`src/rtl/bsl_pkg.sv`:
```
package bsl_pkg;

    localparam int unsigned LANES_DEFAULT = 8;

    // Mode code is {~clr_n, wr_en_n}
    typedef enum logic [1:0] {
        LM_WRITE = 2'b00,
        LM_HOLD  = 2'b01,
        LM_DEMUX = 2'b10,
        LM_CLEAR = 2'b11
    } lat_mode_e;

    typedef struct packed {
        lat_mode_e mode;
        logic      store_wr;   // storage takes din at the addressed bit
        logic      route;      // outputs follow the one-hot data path
        logic      blank;      // outputs forced low
    } mode_ctl_t;

    function automatic lat_mode_e mode_of(input logic clr_n, input logic en_n);
        return lat_mode_e'({~clr_n, en_n});
    endfunction

    function automatic int unsigned sel_width(input int unsigned lanes);
        return (lanes > 1) ? $clog2(lanes) : 1;
    endfunction

endpackage

```
`src/rtl/bsl_mode_dec.sv`:
```
module bsl_mode_dec
    import bsl_pkg::*;
(
    input  logic      clr_n,
    input  logic      wr_en_n,
    output mode_ctl_t ctl
);
    always_comb begin
        ctl          = '0;
        ctl.mode     = mode_of(clr_n, wr_en_n);
        unique case (ctl.mode)
            LM_WRITE: ctl.store_wr = 1'b1;
            LM_HOLD:  ctl.store_wr = 1'b0;
            LM_DEMUX: ctl.route    = 1'b1;
            LM_CLEAR: ctl.blank    = 1'b1;
            default:  ctl.blank    = 1'b1;
        endcase
    end
endmodule

```
`src/rtl/bsl_sel_dec.sv`:
```
module bsl_sel_dec #(
    parameter int unsigned LANES = 8,
    parameter int unsigned SEL_W = 3
) (
    input  logic [SEL_W-1:0] sel,
    output logic [LANES-1:0] line
);
    for (genvar i = 0; i < LANES; i++) begin : g_line
        assign line[i] = (sel == SEL_W'(i));
    end
endmodule

```
`src/rtl/bsl_store.sv`:
```
module bsl_store #(
    parameter int unsigned LANES = 8
) (
    input  logic             clk,
    input  logic             rst,
    input  logic             clr_n,
    input  logic             wr,
    input  logic [LANES-1:0] line,
    input  logic             din,
    output logic [LANES-1:0] bits
);
    for (genvar i = 0; i < LANES; i++) begin : g_cell
        always_ff @(posedge clk or negedge clr_n) begin
            if (!clr_n) begin
                bits[i] <= 1'b0;
            end else if (rst) begin
                bits[i] <= 1'b0;
            end else if (wr && line[i]) begin
                bits[i] <= din;
            end
        end
    end
endmodule

```
`src/rtl/bsl_out_mux.sv`:
```
module bsl_out_mux
    import bsl_pkg::*;
#(
    parameter int unsigned LANES = 8
) (
    input  mode_ctl_t        ctl,
    input  logic [LANES-1:0] bits,
    input  logic [LANES-1:0] line,
    input  logic             din,
    output logic [LANES-1:0] q
);
    always_comb begin
        if (ctl.blank) begin
            q = '0;
        end else if (ctl.route) begin
            q = line & {LANES{din}};
        end else begin
            q = bits;
        end
    end
endmodule

```
`src/rtl/bitsel_latch.sv`:
```
module bitsel_latch
    import bsl_pkg::*;
#(
    parameter int unsigned LANES = LANES_DEFAULT,
    parameter int unsigned SEL_W = sel_width(LANES)
) (
    input  logic             clk,
    input  logic             rst,
    input  logic             din,
    input  logic [SEL_W-1:0] sel,
    input  logic             wr_en_n,
    input  logic             clr_n,
    output logic [LANES-1:0] q
);
    mode_ctl_t        ctl;
    logic [LANES-1:0] line;
    logic [LANES-1:0] bits;

    bsl_mode_dec u_mode (
        .clr_n   (clr_n),
        .wr_en_n (wr_en_n),
        .ctl     (ctl)
    );

    bsl_sel_dec #(.LANES(LANES), .SEL_W(SEL_W)) u_sel (
        .sel  (sel),
        .line (line)
    );

    bsl_store #(.LANES(LANES)) u_store (
        .clk   (clk),
        .rst   (rst),
        .clr_n (clr_n),
        .wr    (ctl.store_wr),
        .line  (line),
        .din   (din),
        .bits  (bits)
    );

    bsl_out_mux #(.LANES(LANES)) u_out (
        .ctl  (ctl),
        .bits (bits),
        .line (line),
        .din  (din),
        .q    (q)
    );
endmodule

```
`config.mk`:
```
export PLATFORM = sky130hd
export DESIGN_NAME = bitsel_latch
export DESIGN_NICKNAME = d
export VERILOG_FILES = /design/src/rtl/bsl_pkg.sv /design/src/rtl/bsl_mode_dec.sv /design/src/rtl/bsl_sel_dec.sv /design/src/rtl/bsl_store.sv /design/src/rtl/bsl_out_mux.sv /design/src/rtl/bitsel_latch.sv
export SDC_FILE = /design/constraint.sdc
export NUM_CORES = 1
export LEC_CHECK = 0
export ABC_CLOCK_PERIOD_IN_PS = 2600
export CAP_MARGIN = 20
export CORE_AREA = 2 2 39 41
export CTS_CLUSTER_DIAMETER = 150
export DETAILED_ROUTE_END_ITERATION = 10
export DIE_AREA = 0 0 41 43
export GPL_TIMING_DRIVEN = 0
export PLACE_DENSITY = 0.69
export SYNTH_ARGS = -nofsm -noshare
export SYNTH_HDL_FRONTEND = slang
export SYNTH_SLANG_ARGS = --single-unit
export TNS_END_PERCENT = 30
```
`constraint.sdc`:
```
create_clock -name clk -period 2.6 [get_ports clk]
set_clock_uncertainty 0.15 [all_clocks]
set_input_delay 0.52 -clock clk [delete_from_list [all_inputs] [get_ports clk]]
set_output_delay 0.52 -clock clk [all_outputs]
set_load 0.005 [all_outputs]
```
==> impl_metrics.ini <==
[yosys]
synthArstFlopShare_pct = 100
synthesis.nets = 58
synthDistinctLibCells = 15
syn_area_per_cell_um2 = 10.4
synth.most_common_cell = nand2b_1
synth_flop_cell = dfrtp_1
synth_warnings = 0
synth_common_cells = 9 x nand2b_1, 8 x dfrtp_1, 8 x mux2i_1
yosysSeqAreaShare_pct = 38.6
synth-edff-count = 0
yosys.area.top_type = dfrtp_1
synthTopCellsByArea = dfrtp_1 39%, mux2i_1 15%, nand2b_1 11%, a22o_1 10%, nand2_1 4.3%
synth-seq-cells = 8
synth_top_area_share_pct = 38.6
synth_cells = 50
synth_area_um2 = 518

[grt]
antenna_found_initial = 0
grt-ovfl-total = 0
grt_pass1_vias = 471
grt_pass1_wl_um = 2060
grt_max_degree = 11
grt_usage_pct = 17.5

[critical_path]
critPathMaxFanout = 4
endpoint_kind = output port
worstSetupPathType = in -> out
critical_path_required_ps = 1930
cp_data_arrival_time_ps = 1860
worst_setup_path_start_kind = input pin

[timing]
period_share_pct = 97.3
setup_viol = 0
post-route-min-period_ps = 2530
report.final.slew_viol_count = 0
max_freq_mhz = 395
worst_pin_slew_ps = 392
hold_viol = 0
rsz0062_at_grt = no
relSlewSlack_pct = 73.8

[finish]
reg_top3 = u_store.bits (8)
syn_to_final_growth_pct = 40.8
instances_no_fill = 85
drive_gt1_share_pct = 15.9
num_antenna_cells = 0
nets = 79
top_register = u_store.bits
largest_reg_flops = 8

[routing]
viasPerCell = 5.25
drtPass1Iterations = 4
drc = 0
initialDrtViolationCount = 5
drtAntennaViolNets = 0
vias = 446
routedWlPerCell_um = 14.2
routed_wl_um = 1210

[place]
gp_congestion = 0.735
io_buffers = 15
dp_hpwl_um = 834
dp.cells = 81

[die]
rows = 14
num_io_pins = 16
coreArea_mm2 = 0.00138
die_x_um = 41
die_y_um = 43
start_util_pct = 37.4
dieArea_mm2 = 0.00176

[clock_network]
cts_tree = built
cts.clk_slew.worst_paths_ps = 50
clock_sinks = 8
insertion_delay_ps = 250
clock_path_buffers = 2
cts_buffers = 3
root_buffer = clkbuf_4
htree_levels = 1

[hold_path]
min_path_type = reg -> reg

[outcome]
status = finished, final reports clean

[power_and_ir_drop]
p_per_area_mw_per_mm2 = 370
vdd_drop_max_mv = 0.239
power_mw = 0.270
p_leak_nw = 0.366

[run]
max_cap_viol_count = 0
-- power breakdown --
part | total [mW] | internal, mW | switching (mW)
sequential | 0.127 | 0.126 | 0.000770
combinational | 0.0467 | 0.0226 | 0.0241
clock | 0.0961 | 0.0529 | 0.0432
-- layout make-up --
cell class                      instances  area (um2)
Timing Repair Buffer                   16         150
Buffer                                  2        11.3
Sequential cell                         8         200
Multi-Input combinational cell         40         325
Tap cell                               16        20.0
Clock buffer                            3        22.5
Fill cell                             139         654
-- per-layer routing --
metal | vias to the layer above | GRT usage, % | wire length (um)
met3 | 2 | 3.14 | 62
met4 | 0 | 10.0 | 25
li1 | 222 | - | -
met1 | 208 | 24.6 | 595
met2 | 14 | 24.4 | 524
met5 | - | 0 | 0
-- repair_timing --
item / in CTS / in global routing
hold buffers: 1 / 0
cloned: 0 / 0
resized for setup: 16 / 3
setup buffers: 0 / 0
setup endpoints to repair: 8 / 3
pin swaps: 3 / 1
hold endpoints to repair: 8 / 0
-- path summary, 6_finish.rpt --
check | start | to | slack, ps | depth (start not counted)
worst min register to register | u_store.bits[2] | u_store.bits[2] | 390 | 2
worst max register to register | u_store.bits[6] | u_store.bits[6] | 1800 | 2
min in group asynchronous | clr_n | u_store.bits[7] | 600 | 2
worst min-delay path | u_store.bits[2] | u_store.bits[2] | 390 | 2
max in group asynchronous | clr_n | u_store.bits[4] | 1410 | 2
worst max-delay path | wr_en_n | q[7] | 70 | 4
-- cells in the final DEF, fill, tap and decap left out, types with 3 or more instances in the layout --
cell and count:
nand2b_1 9, mux2i_1 8, clkdlybuf4s50_1 8, dfrtp_1 8
a22o_1 6, nand2_1 6, dlygate4sd2_1 4, clkbuf_4 3
-- stage by stage --
| stage | utilization (%) | hold WS, ps | area [um2] | worst slack (ps) | setup TNS [ps] |
|---|---|---|---|---|---|
| finish | 52.7 | 392 | 729 | 70.6 | 0 |
| global route | 52.7 | 428 | 729 | 12.0 | 0 |
| CTS | 52.8 | 396 | 731 | 27.8 | 0 |
| detailed placement | 49.7 | 386 | 688 | -643 | -4730 |
| global placement | 49.7 | 383 | 688 | -644 | -4720 |
| floorplan | - | 74.4 | 518 | 788 | 0 |
-- critical path, cell delays in order --
cell	delay [ps]
dlygate4sd2_1	290
and4bb_2	380
a32o_1	180
clkdlybuf4s50_1	490
-- logic make-up (layout without fill, tap and decap cells) --
family	count (synthesis)	after routing	synth area share (%)
AND/OR/NAND/NOR	24	24	29.7
AO/OA/AOI/OAI	8	8	14.0
multiplexers	8	8	15.5
flip-flops	8	8	38.6
buffers and inverters	2	21	2.17
Note: power is estimated with default switching activity, not from simulation.
